--- config.mk ---
export PLATFORM = sky130hd
export DESIGN_NAME = mc_ctrl_top
export DESIGN_NICKNAME = d
export VERILOG_FILES = /design/src/rtl/mc_ctrl_pkg.sv /design/src/rtl/mc_next_state.sv /design/src/rtl/mc_state_reg.sv /design/src/rtl/mc_ctrl_decode.sv /design/src/rtl/mc_ctrl_top.sv
export SDC_FILE = /design/constraint.sdc
export NUM_CORES = 1
export LEC_CHECK = 0
export BUFFER_PORTS_ARGS = -buffer_cell sky130_fd_sc_hd__buf_2
export CAP_MARGIN = 20
export CORE_MARGIN = 1
export CORE_UTILIZATION = 30
export DETAILED_ROUTE_END_ITERATION = 12
export GPL_TIMING_DRIVEN = 0
export PLACE_DENSITY_LB_ADDON = 0.15
export SYNTH_ARGS = -nofsm -noshare
export SYNTH_HDL_FRONTEND = slang
export SYNTH_SLANG_ARGS = --single-unit
--- constraint.sdc ---
create_clock -name clk_i -period 1.2 [get_ports clk_i]
set_input_delay 0.06 -clock clk_i [delete_from_list [all_inputs] [get_ports clk_i]]
set_output_delay 0.06 -clock clk_i [all_outputs]
set_load 0.02 [all_outputs]
--- src/rtl/mc_ctrl_pkg.sv ---
package mc_ctrl_pkg;

  localparam int OPC_W = 6;
  localparam int ST_W  = 4;
  localparam int BSEL_W = 3;
  localparam int FN_W   = 2;
  localparam int PSEL_W = 2;

  typedef enum logic [ST_W-1:0] {
    S_FETCH  = 4'd0,
    S_DECODE = 4'd1,
    S_ADDR   = 4'd2,
    S_LDMEM  = 4'd3,
    S_LDWB   = 4'd4,
    S_STMEM  = 4'd5,
    S_REXE   = 4'd6,
    S_RWB    = 4'd7,
    S_BEQ    = 4'd8,
    S_JMP    = 4'd9,
    S_ORIEXE = 4'd10,
    S_ORIWB  = 4'd11,
    S_UNDEF  = 4'd12,
    S_OVF    = 4'd13,
    S_EPC    = 4'd14,
    S_VEC    = 4'd15
  } state_e;

  localparam logic [OPC_W-1:0] OP_LW   = 6'b100011;
  localparam logic [OPC_W-1:0] OP_SW   = 6'b101011;
  localparam logic [OPC_W-1:0] OP_RTY  = 6'b000000;
  localparam logic [OPC_W-1:0] OP_ORI  = 6'b001011;
  localparam logic [OPC_W-1:0] OP_BEQ  = 6'b000100;
  localparam logic [OPC_W-1:0] OP_JMP  = 6'b000010;

  localparam logic [BSEL_W-1:0] B_RT    = 3'b000;
  localparam logic [BSEL_W-1:0] B_FOUR  = 3'b001;
  localparam logic [BSEL_W-1:0] B_SEXT  = 3'b010;
  localparam logic [BSEL_W-1:0] B_SEXT2 = 3'b011;
  localparam logic [BSEL_W-1:0] B_ZEXT  = 3'b100;

  localparam logic [FN_W-1:0] FN_ADD = 2'b00;
  localparam logic [FN_W-1:0] FN_SUB = 2'b01;
  localparam logic [FN_W-1:0] FN_FUN = 2'b10;
  localparam logic [FN_W-1:0] FN_OR  = 2'b11;

  localparam logic [PSEL_W-1:0] P_ALU = 2'b00;
  localparam logic [PSEL_W-1:0] P_TGT = 2'b01;
  localparam logic [PSEL_W-1:0] P_JMP = 2'b10;
  localparam logic [PSEL_W-1:0] P_VEC = 2'b11;

  typedef struct packed {
    logic              pc_we;
    logic              pc_we_cond;
    logic              ir_we;
    logic              mem_rd;
    logic              mem_wr;
    logic              addr_from_alu;
    logic              rf_we;
    logic              rf_dst_rd;
    logic              rf_from_mem;
    logic              tgt_we;
    logic              alu_a_reg;
    logic [BSEL_W-1:0] alu_b_sel;
    logic [FN_W-1:0]   alu_fn;
    logic [PSEL_W-1:0] pc_sel;
    logic              cause_we;
    logic              cause_code;
    logic              epc_we;
  } ctrl_t;

  function automatic logic op_known(input logic [OPC_W-1:0] op);
    return (op == OP_LW) || (op == OP_SW) || (op == OP_RTY) ||
           (op == OP_ORI) || (op == OP_BEQ) || (op == OP_JMP);
  endfunction

endpackage

--- src/rtl/mc_next_state.sv ---
module mc_next_state
  import mc_ctrl_pkg::*;
(
  input  state_e           state_i,
  input  logic [OPC_W-1:0] opcode_i,
  input  logic             ovf_i,
  output state_e           state_o
);

  state_e dispatch;

  always_comb begin
    unique case (opcode_i)
      OP_LW, OP_SW: dispatch = S_ADDR;
      OP_RTY:       dispatch = S_REXE;
      OP_BEQ:       dispatch = S_BEQ;
      OP_JMP:       dispatch = S_JMP;
      OP_ORI:       dispatch = S_ORIEXE;
      default:      dispatch = S_UNDEF;
    endcase
  end

  always_comb begin
    state_o = S_FETCH;
    unique case (state_i)
      S_FETCH:  state_o = S_DECODE;
      S_DECODE: state_o = dispatch;
      S_ADDR:   state_o = (opcode_i == OP_LW) ? S_LDMEM : S_STMEM;
      S_LDMEM:  state_o = S_LDWB;
      S_REXE:   state_o = S_RWB;
      S_RWB:    state_o = ovf_i ? S_OVF : S_FETCH;
      S_ORIEXE: state_o = S_ORIWB;
      S_UNDEF,
      S_OVF:    state_o = S_EPC;
      S_EPC:    state_o = S_VEC;
      default:  state_o = S_FETCH;
    endcase
  end

endmodule

--- src/rtl/mc_state_reg.sv ---
module mc_state_reg
  import mc_ctrl_pkg::*;
(
  input  logic   clk_i,
  input  logic   rst_ni,
  input  state_e state_d_i,
  output state_e state_q_o
);

  logic [1:0] rst_sync_q;
  logic       rst_sync_n;

  always_ff @(posedge clk_i or negedge rst_ni) begin
    if (!rst_ni) rst_sync_q <= 2'b00;
    else         rst_sync_q <= {rst_sync_q[0], 1'b1};
  end

  assign rst_sync_n = rst_sync_q[1];

  always_ff @(posedge clk_i or negedge rst_sync_n) begin
    if (!rst_sync_n) state_q_o <= S_FETCH;
    else             state_q_o <= state_d_i;
  end

  AST_FETCH_TO_DECODE: assert property (@(posedge clk_i) disable iff (!rst_sync_n)
    (state_q_o == S_FETCH) |=> (state_q_o == S_DECODE));

  AST_EXC_TO_EPC: assert property (@(posedge clk_i) disable iff (!rst_sync_n)
    (state_q_o == S_UNDEF || state_q_o == S_OVF) |=> (state_q_o == S_EPC));

  AST_EPC_TO_VEC: assert property (@(posedge clk_i) disable iff (!rst_sync_n)
    (state_q_o == S_EPC) |=> (state_q_o == S_VEC));

  AST_VEC_TO_FETCH: assert property (@(posedge clk_i) disable iff (!rst_sync_n)
    (state_q_o == S_VEC) |=> (state_q_o == S_FETCH));

endmodule

--- src/rtl/mc_ctrl_decode.sv ---
module mc_ctrl_decode
  import mc_ctrl_pkg::*;
(
  input  state_e state_i,
  output ctrl_t  ctrl_o
);

  always_comb begin
    ctrl_o = '0;
    unique case (state_i)
      S_FETCH: begin
        ctrl_o.pc_we     = 1'b1;
        ctrl_o.ir_we     = 1'b1;
        ctrl_o.mem_rd    = 1'b1;
        ctrl_o.alu_b_sel = B_FOUR;
        ctrl_o.alu_fn    = FN_ADD;
        ctrl_o.pc_sel    = P_ALU;
      end
      S_DECODE: begin
        ctrl_o.tgt_we    = 1'b1;
        ctrl_o.alu_b_sel = B_SEXT2;
        ctrl_o.alu_fn    = FN_ADD;
      end
      S_ADDR: begin
        ctrl_o.alu_a_reg = 1'b1;
        ctrl_o.alu_b_sel = B_SEXT;
      end
      S_LDMEM: begin
        ctrl_o.alu_a_reg     = 1'b1;
        ctrl_o.alu_b_sel     = B_SEXT;
        ctrl_o.mem_rd        = 1'b1;
        ctrl_o.addr_from_alu = 1'b1;
      end
      S_LDWB: begin
        ctrl_o.alu_a_reg   = 1'b1;
        ctrl_o.alu_b_sel   = B_SEXT;
        ctrl_o.rf_we       = 1'b1;
        ctrl_o.rf_from_mem = 1'b1;
      end
      S_STMEM: begin
        ctrl_o.alu_a_reg     = 1'b1;
        ctrl_o.alu_b_sel     = B_SEXT;
        ctrl_o.mem_wr        = 1'b1;
        ctrl_o.addr_from_alu = 1'b1;
      end
      S_REXE: begin
        ctrl_o.alu_a_reg = 1'b1;
        ctrl_o.alu_b_sel = B_RT;
        ctrl_o.alu_fn    = FN_FUN;
      end
      S_RWB: begin
        ctrl_o.alu_a_reg = 1'b1;
        ctrl_o.alu_b_sel = B_RT;
        ctrl_o.alu_fn    = FN_FUN;
        ctrl_o.rf_we     = 1'b1;
        ctrl_o.rf_dst_rd = 1'b1;
      end
      S_BEQ: begin
        ctrl_o.pc_we_cond = 1'b1;
        ctrl_o.alu_a_reg  = 1'b1;
        ctrl_o.alu_b_sel  = B_RT;
        ctrl_o.alu_fn     = FN_SUB;
        ctrl_o.pc_sel     = P_TGT;
      end
      S_JMP: begin
        ctrl_o.pc_we  = 1'b1;
        ctrl_o.pc_sel = P_JMP;
      end
      S_ORIEXE: begin
        ctrl_o.alu_a_reg = 1'b1;
        ctrl_o.alu_b_sel = B_ZEXT;
        ctrl_o.alu_fn    = FN_OR;
      end
      S_ORIWB: begin
        ctrl_o.alu_a_reg = 1'b1;
        ctrl_o.alu_b_sel = B_ZEXT;
        ctrl_o.alu_fn    = FN_OR;
        ctrl_o.rf_we     = 1'b1;
      end
      S_UNDEF: begin
        ctrl_o.cause_we   = 1'b1;
        ctrl_o.cause_code = 1'b0;
      end
      S_OVF: begin
        ctrl_o.cause_we   = 1'b1;
        ctrl_o.cause_code = 1'b1;
      end
      S_EPC: begin
        ctrl_o.epc_we    = 1'b1;
        ctrl_o.alu_b_sel = B_FOUR;
        ctrl_o.alu_fn    = FN_SUB;
      end
      S_VEC: begin
        ctrl_o.pc_we  = 1'b1;
        ctrl_o.pc_sel = P_VEC;
      end
      default: ctrl_o = '0;
    endcase
  end

endmodule

--- src/rtl/mc_ctrl_top.sv ---
module mc_ctrl_top
  import mc_ctrl_pkg::*;
(
  input  logic             clk_i,
  input  logic             rst_ni,
  input  logic [OPC_W-1:0] opcode_i,
  input  logic             ovf_i,
  output logic             pc_we_o,
  output logic             pc_we_cond_o,
  output logic             ir_we_o,
  output logic             mem_rd_o,
  output logic             mem_wr_o,
  output logic             addr_from_alu_o,
  output logic             rf_we_o,
  output logic             rf_dst_rd_o,
  output logic             rf_from_mem_o,
  output logic             tgt_we_o,
  output logic             alu_a_reg_o,
  output logic [2:0]       alu_b_sel_o,
  output logic [1:0]       alu_fn_o,
  output logic [1:0]       pc_sel_o,
  output logic             cause_we_o,
  output logic             cause_code_o,
  output logic             epc_we_o,
  output logic [3:0]       state_o
);

  state_e state_q;
  state_e state_d;
  ctrl_t  ctrl;

  mc_next_state u_next (
    .state_i  (state_q),
    .opcode_i (opcode_i),
    .ovf_i    (ovf_i),
    .state_o  (state_d)
  );

  mc_state_reg u_sreg (
    .clk_i     (clk_i),
    .rst_ni    (rst_ni),
    .state_d_i (state_d),
    .state_q_o (state_q)
  );

  mc_ctrl_decode u_dec (
    .state_i (state_q),
    .ctrl_o  (ctrl)
  );

  assign pc_we_o         = ctrl.pc_we;
  assign pc_we_cond_o    = ctrl.pc_we_cond;
  assign ir_we_o         = ctrl.ir_we;
  assign mem_rd_o        = ctrl.mem_rd;
  assign mem_wr_o        = ctrl.mem_wr;
  assign addr_from_alu_o = ctrl.addr_from_alu;
  assign rf_we_o         = ctrl.rf_we;
  assign rf_dst_rd_o     = ctrl.rf_dst_rd;
  assign rf_from_mem_o   = ctrl.rf_from_mem;
  assign tgt_we_o        = ctrl.tgt_we;
  assign alu_a_reg_o     = ctrl.alu_a_reg;
  assign alu_b_sel_o     = ctrl.alu_b_sel;
  assign alu_fn_o        = ctrl.alu_fn;
  assign pc_sel_o        = ctrl.pc_sel;
  assign cause_we_o      = ctrl.cause_we;
  assign cause_code_o    = ctrl.cause_code;
  assign epc_we_o        = ctrl.epc_we;
  assign state_o         = state_q;

  AST_MEM_RW_EXCL: assert property (@(posedge clk_i) disable iff (!rst_ni)
    !(mem_rd_o && mem_wr_o));

  AST_OVF_CAUSE: assert property (@(posedge clk_i) disable iff (!rst_ni)
    (state_o == 4'd7 && ovf_i) |=> (cause_we_o && cause_code_o));

  AST_UNDEF_CAUSE: assert property (@(posedge clk_i) disable iff (!rst_ni)
    (state_o == 4'd1 && !op_known(opcode_i)) |=> (cause_we_o && !cause_code_o));

  AST_CAUSE_THEN_EPC: assert property (@(posedge clk_i) disable iff (!rst_ni)
    cause_we_o |=> (epc_we_o && alu_fn_o == 2'b01));

  AST_EPC_THEN_VEC: assert property (@(posedge clk_i) disable iff (!rst_ni)
    epc_we_o |=> (pc_we_o && pc_sel_o == 2'b11));

endmodule

-- Word level (Yosys, flattened, before mapping)
Cells that the tools add are included.
- register bits after elaboration: 6
- equality and inequality tests: 20
- mux-type cells: 20
- reduce and logical (&&, ||, !) cells: 14
- operator list (kind ; count):
    $pmux 4 s9 ; 1
    $eq 4x4->1 const B ; 8
    $pmux 4 s5 ; 1
    $eq 4x3->1 const B ; 4
    $reduce_or 2->1 ; 8
    $eq 6x6->1 const B ; 2
    $mux 1 ; 12
    $pmux 2 s3 ; 2
    $pmux 3 s4 ; 1
    $reduce_or 9->1 ; 1
    $eq 4x2->1 const B ; 2
    $eq 6x2->1 const B ; 1
    $eq 6x3->1 const B ; 1
    $eq 6x4->1 const B ; 1
    $logic_not 6->1 ; 1
    $reduce_or 3->1 ; 2
    $eq 4x1->1 const B ; 1
    $logic_not 4->1 ; 1
    $mux 4 ; 1
    $pmux 2 s2 ; 1
    $reduce_or 4->1 ; 1
    $mux 3 ; 1

-- Depth between registers and ports, before layout
Gate-level depths: netlist of run 1.
- word-level depth: 4
- gate-level depth with buffers: 5
- mapped depth without buffers: 3

-- Cells and area by module
From an unflattened synthesis of run 1, not the netlist that was laid out.
- cells, all modules: 83
- area, all modules: 666.9 µm²
- modules (own cells, without submodules) (module ; instances ; cells an instance ; area each (µm²) ; seq. area each (µm²)):
    mc_next_state ; 1 ; 37 ; 262.8 ; 0.0
    mc_ctrl_decode ; 1 ; 39 ; 250.2 ; 0.0
    mc_state_reg ; 1 ; 7 ; 153.9 ; 150.1

-- Worst setup path after synthesis of run 1
Ideal clock, no wire load.
- path kind: register to output
- start: register u_sreg.state_q_o[3]
- end: output port ir_we_o
- arrival: 1556 ps
- setup slack: -416 ps
- cell stages (with the launch flop): 4
- path through: dfrtp_1 > buf_4 > buf_2 > nor4_1
- word-level cells in the longest chain between the ends: 2
- ends and longest elaborated chain (item ; line ; text):
    from (decl) ; mc_state_reg.sv:7 ; output state_e state_q_o
    from (signal assigned) ; mc_state_reg.sv:22 ; else state_q_o <= state_d_i;
    $logic_not 4->1 ; mc_ctrl_decode.sv:10 ; unique case (state_i)
    $mux 1 ; mc_ctrl_decode.sv:10 ;
    to (decl) ; mc_ctrl_top.sv:10 ; output logic ir_we_o,
Every way passes these cells.

-- Final worst setup path of run 1
- start: register u_sreg.state_q_o[0]
- end: output port pc_we_o
- word-level cells in the longest chain between the ends: 3
- elaborated cells between the ends (all ways): 5
- ends and longest elaborated chain (item ; line ; text):
    $eq 4x4->1 or $logic_not 4->1 (tied branches) ; mc_ctrl_decode.sv:10 ;
    $reduce_or 3->1 (no source line) * ; - ;
    $mux 1 * ; mc_ctrl_decode.sv:10 ;
    to (decl) ; mc_ctrl_top.sv:8 ; output logic pc_we_o,
Mark *: on every way between the ends. The rest lies on a longest branch, timed or not.

==> flow_summary.yaml, run 1 <==
clock_network:
  ctsHtreeMaxLevel: 1
  cts.path.max_buffers: 2
  path_clk_slew_ps: 50
  cts_buffers: 3
  insertion_delay_ps: 250
  cts-root-buf: "clkbuf_4"
  cts.sinks: 6
  tritoncts: "yes"
global_routing:
  grt_use_met2: 0.411
  grt-ovfl-total: 0
  antenna_found_initial: 0
  grt.total_usage: 0.254
  busiest_layer: "met2"
  grt_max_degree: 11
  grt_pass1_wl_um: 4010
  met3_usage: 0.0519
  grtUsageMet1: 0.307
  grt_pass1_vias: 881
cells_and_area:
  post_route_cells_drive_above_1_share: 0.724
  area_growth_pct: 141
  antenna_cells: 0
  layout.nets: 155
  post-route-util: 0.779
timing:
  fin_tns_setup_ps: -5260
  finalSetupViolCount: 25
  max_freq_ghz: 0.651
  fin_ws_ps: -337
  fin_worst_skew_ps: 1.84
  rsz0062_at_grt: "yes"
  final.period_utilization: 1.28
  fin_crit_ps: 1540
  hold_viol: 0
  drv_slew: 0
synth:
  synth_top_family_by_area: "simple AND/OR/NAND/NOR gates"
  netlist_area_um2: 639
  syn_nets: 92
  synth.distinct_cells: 39
  yosysSeqAreaShare: 0.235
  ys_warn_count: 0
  netlist_instances: 83
  synth-simple-area-share: 0.374
  synth_top_cells_by_area: "dfrtp_1 (23%), nor2_1 (5.3%), nand2b_1 (4.9%)"
  syn_area_per_cell_um2: 7.70
  yosysTopAreaCell: "dfrtp_1"
  synth_edf_count: 0
  async_flop_share: 1.00
  synthFlopType: "dfrtp_1"
  synth_top_cells_by_count: "nor2_1 (9), dfrtp_1 (6), buf_2 (5), nand2b_1 (5), nor3_1 (5)"
  yosysTopAreaCellShare: 0.235
  synth_compound_area_frac: 0.252
  ys_seq_elements: 6
  synth.most_common_cell: "nor2_1"
  synth_fa_ha_area_frac: 0
  synthMuxAreaShare: 0
  synthXorXnorAreaFrac: 0.0411
run:
  drv_cap: 0
place:
  preCtsSetupSlack_ps: -216
  hpwl_um: 1390
  routabilityCongestion: 0.706
  port_buffers: 33
die:
  die-area_um2: 2320
  row_count: 16
  fp.coreArea_um2: 1980
  start_util: 0.323
  die_y_um: 48.2
  die_x_um: 48.2
  ioPinCount: 34
routing:
  wl_um: 2980
  viasPerCell: 5.44
  drtIter0Drc: 16
  detail_route.first_pass.iterations: 4
  routedWlPerCell_um: 17.3
  drcViolationCount: 0
  drtAntennaViolNets: 0
  vias: 935
worst_setup_path:
  worstPathMaxFanout: 8
  endpoint_kind: "output pin"
  criticalPathCategory: "register to output pin"
  required_ps: 1140
  arrival_ps: 1480
  startpoint_type: "register"
  reg2reg_depth: 5
status:
  violations: "setup timing"
  status: "finished with violations"
min_path:
  hp-class: "register to async pin"
pwr:
  powerDensity_nw_per_um2: 2970
  irDropWorstVdd_uv: 1630
  leakagePower_uw: 0.000667
-- where the power goes --
part / internal [µW] / leakage, µW / total [µW] / switching [µW]
Combinational: 2010 / 0.000582 / 4000 / 1990
Sequential: 276 / 0.0000693 / 382 / 106
Clock: 127 / 0.0000150 / 212 / 85.6
Total: 2410 / 0.000667 / 4590 / 2180
-- critical path, stage by stage (launching register included) --
cell and delay (ps):
dfrtp_2 460, buf_12 170, xor2_2 160, o32ai_2 230
buf_4 200
-- path summary, 6_finish.rpt --
path	start	end	slack (ps)
min reg2reg	u_sreg.rst_sync_q[1]$_DFF_PN0_	u_sreg.state_q_o[2]$_DFF_PN0_	70
min in group clk_i	opcode_i[4]	u_sreg.state_q_o[2]$_DFF_PN0_	170
max	u_sreg.state_q_o[0]$_DFF_PN0_	pc_we_o	-340
max in group asynchronous	u_sreg.rst_sync_q[1]$_DFF_PN0_	u_sreg.state_q_o[1]$_DFF_PN0_	940
max reg2reg	u_sreg.state_q_o[3]$_DFF_PN0_	u_sreg.state_q_o[3]$_DFF_PN0_	-180
min	u_sreg.rst_sync_q[1]$_DFF_PN0_	u_sreg.state_q_o[2]$_DFF_PN0_	70
-- per-stage QoR --
stage	hold slack [ps]	cells	total power, µW	instance area, µm²
after floorplan	-236	83	2220	796
after global placement	-154	143	2750	995
after detailed placement	-147	143	2750	995
after CTS	63.6	169	4040	1390
after global routing	80.4	172	4830	1540
final	69.2	172	4590	1540
-- flip-flops by register name (all words and copies together), names as in the netlist --
name               cells
u_sreg.state_q_o       4
u_sreg.rst_sync_q      2
-- timing repair --
item,4_1_cts,5_1_grt
cloned,4,0
setup buffers,18,3
hold endpoints to repair,2,0
hold buffers,1,0
pin swaps,11,7
resized for setup,53,34
setup endpoints to repair,24,25
-- cell families (layout without fill, tap and decap cells) --
logic type,count (synthesis),count (layout)
AND/OR/NAND/NOR,40,40
flip-flops,6,6
other,1,1
buffers and inverters,10,72
XOR/XNOR,3,3
AO/OA/AOI/OAI,23,23
-- cells in the final DEF, fill, tap and decap left out, drive strengths merged, types with 2 or more instances in the layout --
cell type | Yosys | final
buf | 8 | 65
nor2 | 9 | 9
dfrtp | 6 | 6
o21ai | 6 | 6
nand2b | 5 | 5
nor3 | 5 | 5
and3 | 4 | 4
clkbuf | 0 | 4
nand2 | 4 | 4
a21oi | 3 | 3
nor4 | 3 | 3
or3 | 2 | 2
inv | 2 | 2
a211oi | 2 | 2
xnor2 | 2 | 2
nor2b | 2 | 2
o32ai | 2 | 2
-- cell type report --
cell class	instances	area (µm²)
fillers	118	438
flip-flops and latches	6	155
multi-input cells	67	682
plain buffers	7	109
well taps	27	33.8
inverters	2	15.0
clock buffers	4	26.3
repair buffers	59	523
-- routing by layer --
metal / routed length [µm] / share of wire
met2: 1480 / 0.50
met3: 143 / 0.048
met1: 1190 / 0.40
met4: 161 / 0.054
met5: 0 / 0
(Power assumes the default switching activity.)
==> run 2, diff against run 1 <==
==> constraint.sdc (replaced) <==
create_clock -name clk_i -period 1.45 [get_ports clk_i]
set_input_delay 0.0725 -clock clk_i [delete_from_list [all_inputs] [get_ports clk_i]]
set_output_delay 0.0725 -clock clk_i [all_outputs]
set_load 0.02 [all_outputs]
==> run 2 against run 1 <==
The run still ends with setup timing left. Total power fell by 43%. Clock power fell by 29%. Wire length fell by 33%. Utilization fell by 22 points. Register-to-register slack improved by 270 ps.
==> flow_summary.yaml, run 2 (synthesis gave the netlist of run 1 again) <==
die:
  die_y_um: 48.2
  ioPinCount: 34
  die-area_um2: 2320
  die_x_um: 48.2
  start_util: 0.323
  fp.coreArea_um2: 1980
  row_count: 16
routing:
  vias: 821
  wl_um: 1990
  drtAntennaViolNets: 0
  drtIter0Drc: 22
  drcViolationCount: 0
  routedWlPerCell_um: 12.6
  viasPerCell: 5.20
  detail_route.first_pass.iterations: 4
place:
  preCtsSetupSlack_ps: 19.5
  placed_cells: 143
  hpwl_um: 1330
  port_buffers: 33
  routabilityCongestion: 0.765
pwr:
  p_switching_uw: 1280
  p_clk_frac: 0.058
  swShare: 0.493
  irDropWorstVdd_uv: 1140
  sequentialPowerShare: 0.111
  internal-power_uw: 1320
  total_power_uw: 2600
  p_comb_frac: 0.831
  leakagePower_uw: 0.000529
  powerDensity_nw_per_um2: 2340
worst_setup_path:
  critPathSlowestCell: "dfrtp_1"
  cpPeakStageDelay_ps: 400
  arrival_ps: 1400
  crit_path_cell_trace: "buf_6 -> buf_8 -> and3_4 -> o21a_1 -> buf_6"
  crit_path_frequent_cell: "buf_6"
  endpoint_kind: "output pin"
  startpoint_type: "register"
  worstPathMaxFanout: 6
  required_ps: 1380
  criticalPathCategory: "register to output pin"
cells_and_area:
  post_route_cells_drive_above_1_share: 0.557
  final_cell_mix: "buf_2 (26), buf_4 (18), nor2_1 (8)"
  post-route-util: 0.561
  top_register: "u_sreg.state_q_o"
  layout.nets: 142
  largest_reg_flops: 4
  final_common_cell: "buf_2"
  top_regs: "u_sreg.state_q_o x4, u_sreg.rst_sync_q x2"
  antenna_cells: 0
  stdcell_count: 158
  nFillCells: 188
  area_growth_pct: 73.8
clock_network:
  cts-root-buf: "clkbuf_4"
  cts_buffers: 3
  cts.sinks: 6
  tritoncts: "yes"
  path_clk_slew_ps: 50
  cts.path.max_buffers: 2
  ctsHtreeMaxLevel: 1
  insertion_delay_ps: 240
timing:
  fin_worst_skew_ps: 3.75
  rsz0062_at_grt: "yes"
  fin_ws_ps: -19.3
  max_freq_ghz: 0.681
  drv_slew: 0
  finalSetupViolCount: 4
  fin_crit_ps: 1470
  hold_viol: 0
  final.period_utilization: 1.01
run:
  drv_cap: 0
global_routing:
  grt_max_degree: 11
  grt_pass1_wl_um: 2760
  grt-ovfl-total: 0
  grt_pass1_vias: 625
  grt.total_usage: 0.171
  antenna_found_initial: 0
min_path:
  hp-class: "register to async pin"
status:
  status: "finished with violations"
  violations: "setup timing"
run 2: worst paths after layout:
kind / from / to / slack, ps / cells past startpoint
setup / recovery: u_sreg.state_q_o[1]$_DFF_PN0_ / pc_sel_o[0] / -20 / 5
hold reg to reg: u_sreg.rst_sync_q[1]$_DFF_PN0_ / u_sreg.state_q_o[1]$_DFF_PN0_ / 50 / 0
min in group clk_i: opcode_i[4] / u_sreg.state_q_o[2]$_DFF_PN0_ / 180 / 3
max in group asynchronous: rst_ni / u_sreg.rst_sync_q[1]$_DFF_PN0_ / 1200 / 2
setup reg to reg: u_sreg.state_q_o[0]$_DFF_PN0_ / u_sreg.state_q_o[2]$_DFF_PN0_ / 90 / 5
hold / removal: u_sreg.rst_sync_q[1]$_DFF_PN0_ / u_sreg.state_q_o[1]$_DFF_PN0_ / 50 / 0
run 2: critical path: cells and delay by family (launching register included):
kind	cells	cell delay [ps]
flops	1	400
compound gates	1	190
simple gates	1	150
buf+inv	3	410
run 2: area by class of cell:
cell class,count,area [µm²],share of cell area
flip-flops and latches,6,151,0.136
plain buffers,7,76.3,0.0687
well taps,27,33.8,0.0304
inverters,2,7.51,0.00676
repair buffers,46,307,0.276
multi-input cells,67,513,0.462
clock buffers,3,22.5,0.0203
run 2: power by group through the flow:
| stage | clock [µW] | combinational (µW) | sequential, µW |
|---|---|---|---|
| final | 150 | 2160 | 288 |
| after global routing | 173 | 2330 | 300 |
| after CTS | 160 | 1970 | 276 |
| after detailed placement | 0 | 1660 | 275 |
| after global placement | 0 | 1640 | 275 |
| after floorplan | 0 | 1160 | 330 |
run 2: what timing repair did:
action / CTS / global route
setup endpoints to repair: 17 / 15
pin swaps: 0 / 5
buffers inserted: 7 / 2
gates resized for setup: 20 / 13
hold buffers: 1 / 0
cloned: 0 / 3
endpoints found under the hold margin: 2 / 0
run 2: per-layer routing:
layer / global-route usage / vias to the layer above / share of wire / wire length, µm
met3: 0.0444 / 0 / 0.039 / 77
met1: 0.204 / 389 / 0.43 / 858
met2: 0.309 / 26 / 0.53 / 1050
met4: 0.0333 / 0 / 0 / 0
li1: - / 406 / - / -
met5: 0 / - / 0 / 0
run 2: stage by stage:
stage                     instance area [µm²]  setup TNS [ps]  hold slack [ps]
after floorplan                           666           -6.43             -223
after global placement                    865               0             -144
after detailed placement                  865               0             -142
after CTS                                1010           -3.15             61.2
after global routing                     1110            -485             65.3
final                                    1110           -38.4             52.9
==> run 3, diff against run 2 <==
--- a/config.mk
+++ b/config.mk
@@ -11,7 +11,7 @@
 export CORE_UTILIZATION = 30
 export DETAILED_ROUTE_END_ITERATION = 12
 export GPL_TIMING_DRIVEN = 0
-export PLACE_DENSITY_LB_ADDON = 0.15
+export PLACE_DENSITY = 0.53
 export SYNTH_ARGS = -nofsm -noshare
 export SYNTH_HDL_FRONTEND = slang
 export SYNTH_SLANG_ARGS = --single-unit
==> run 3 against run 2 <==
The run still ends with setup timing left. Wire length up 6.1%. Critical endpoint is now alu_b_sel_o[0]. Utilization rose by 4.1 points. First-iteration DRC count shrank 36%. Sequential share of layout area shrank 0.93 points. Sequential cell count did not move. Clock skew about the same. Clock power rose by 6%. Register-to-register slack better by 60 ps. Setup slack worse by 0.72 ps. Largest power group unchanged. Sequential power fell by 3%. Final cell count is 1.9% higher.
==> flow_summary.yaml, run 3 (synthesis gave the netlist of run 1 again) <==
status:
  status: "finished with violations"
  violations: "setup timing"
timing:
  final.period_utilization: 1.01
  holdWs_ps: 55.7
  finalSetupViolCount: 4
  max_freq_ghz: 0.680
  drv_slew: 0
  fin_worst_skew_ps: 3.47
  fin_crit_ps: 1470
  fin_ws_ps: -20.1
  hold_viol: 0
  rsz0062_at_grt: "yes"
die:
  row_count: 16
  fp.coreArea_um2: 1980
  die_x_um: 48.2
  start_util: 0.323
  ioPinCount: 34
  die_y_um: 48.2
  die-area_um2: 2320
pwr:
  irDropWorstVdd_uv: 1170
  swShare: 0.471
  leakagePower_uw: 0.000569
  p_switching_uw: 1360
  internal-power_uw: 1530
  powerDensity_nw_per_um2: 2420
  p_comb_frac: 0.849
  sequentialPowerShare: 0.096
  p_clk_frac: 0.055
cells_and_area:
  area_growth_pct: 86.5
  final_cell_mix: "buf_2 (22), buf_4 (21), nor2_1 (9)"
  final_common_cell: "buf_2"
  antenna_cells: 0
  largest_reg_flops: 4
  top_regs: "u_sreg.state_q_o x4, u_sreg.rst_sync_q x2"
  multi_input_area_um2: 515
  layout.nets: 145
  seqCellArea_um2: 151
  top_register: "u_sreg.state_q_o"
  stdcell_count: 161
  nFillCells: 172
  post_route_cells_drive_above_1_share: 0.560
global_routing:
  busiest_layer: "met2"
  antenna_found_initial: 0
  grt.total_usage: 0.165
  grt_max_degree: 11
  grt_pass1_vias: 614
  grt-ovfl-total: 0
  met3_usage: 0.0222
  grtUsageMet1: 0.210
  grt_use_met2: 0.272
  grt_pass1_wl_um: 2660
place:
  routabilityCongestion: 0.755
  placed_cells: 143
  hpwl_um: 1310
  port_buffers: 33
worst_setup_path:
  worstReg2RegStart: "u_sreg.state_q_o[2]$_DFF_PN0_"
  worstPathMaxFanout: 7
  rr_endpoint: "u_sreg.state_q_o[2]$_DFF_PN0_"
  rrSetupSlack_ps: 150
  arrival_ps: 1400
  endpoint_kind: "output pin"
  reg2reg_depth: 4
  criticalPathCategory: "register to output pin"
  required_ps: 1380
  startpoint_type: "register"
clock_network:
  insertion_delay_ps: 250
  cts.path.max_buffers: 2
  cts_buffers: 3
  tritoncts: "yes"
  cts.sinks: 6
  ctsHtreeMaxLevel: 1
  path_clk_slew_ps: 50
  cts-root-buf: "clkbuf_4"
routing:
  detail_route.first_pass.iterations: 4
  drtAntennaViolNets: 0
  viasPerCell: 5.21
  drcViolationCount: 0
  routedWlPerCell_um: 13.1
  vias: 839
  drtIter0Drc: 14
  wl_um: 2110
min_path:
  hp-class: "register to async pin"
run:
  drv_cap: 0
## run 3: cell types whose count changed in the layout (fill, tap and decap cells not counted), moves of 2 or more
cell and delta:
buf_12 +2, nor4_2 -2, buf_2 -4, buf_4 +3
## run 3: final cells by class
class	instances	area share
multi-input cells	67	0.432
clock buffers	3	0.0189
inverters	2	0.00630
well taps	27	0.0283
plain buffers	7	0.0693
repair buffers	49	0.318
flip-flops and latches	6	0.127
## run 3: stage by stage
step | TNS (ps) | setup WS (ps) | utilization | cell area, µm² | power [µW]
after floorplan | -6.43 | -6.43 | - | 666 | 1490
after global placement | 0 | 47.4 | 0.436 | 865 | 1930
after detailed placement | 0 | 21.8 | 0.436 | 865 | 1930
after CTS | -79.3 | -36.2 | 0.516 | 1020 | 2420
after global routing | -530 | -70.4 | 0.602 | 1190 | 3070
final | -49.4 | -20.1 | 0.602 | 1190 | 2890
## run 3: power groups by stage
stage	clock [µW]	combinational [µW]	sequential, µW
detailed placement	0	1650	277
CTS	166	1970	286
global route	177	2610	287
global placement	0	1650	276
floorplan	0	1160	330
finish	159	2450	278
## run 3: how the worst max path moves through the flow
stage	startpoint	to	slack, ps	cells past startpoint
after floorplan	u_sreg.state_q_o[0]$_DFF_PN0_	addr_from_alu_o	-6	4
final	u_sreg.state_q_o[2]$_DFF_PN0_	alu_b_sel_o[0]	-20	4
after CTS	u_sreg.state_q_o[0]$_DFF_PN0_	pc_we_o	-40	4
after global routing	u_sreg.state_q_o[2]$_DFF_PN0_	alu_fn_o[0]	-70	4
after detailed placement	u_sreg.state_q_o[1]$_DFF_PN0_	pc_sel_o[0]	20	5
after global placement	u_sreg.state_q_o[3]$_DFF_PN0_	rf_we_o	50	4
## run 3: what timing repair did
item                                   4_1_cts  5_1_grt
resized for setup                           20       19
pin swaps                                    1        3
gates cloned                                 0        3
endpoints found under the hold margin        2        0
setup endpoints to repair                   18       17
setup buffers                                7        5
hold buffers                                 1        0
## run 3: critical path, stage by stage, from the launching register on
cell and delay (ps):
dfrtp_1 390, buf_6 150, or3_1 360, o21ai_1 90
buf_4 160
## run 3: per-layer routing
metal | share of wire | vias to the layer above | wire, µm
met5 | 0 | - | 0
met4 | 0.013 | 0 | 27
met3 | 0.027 | 3 | 58
met2 | 0.51 | 21 | 1070
met1 | 0.45 | 402 | 952
li1 | - | 413 | -
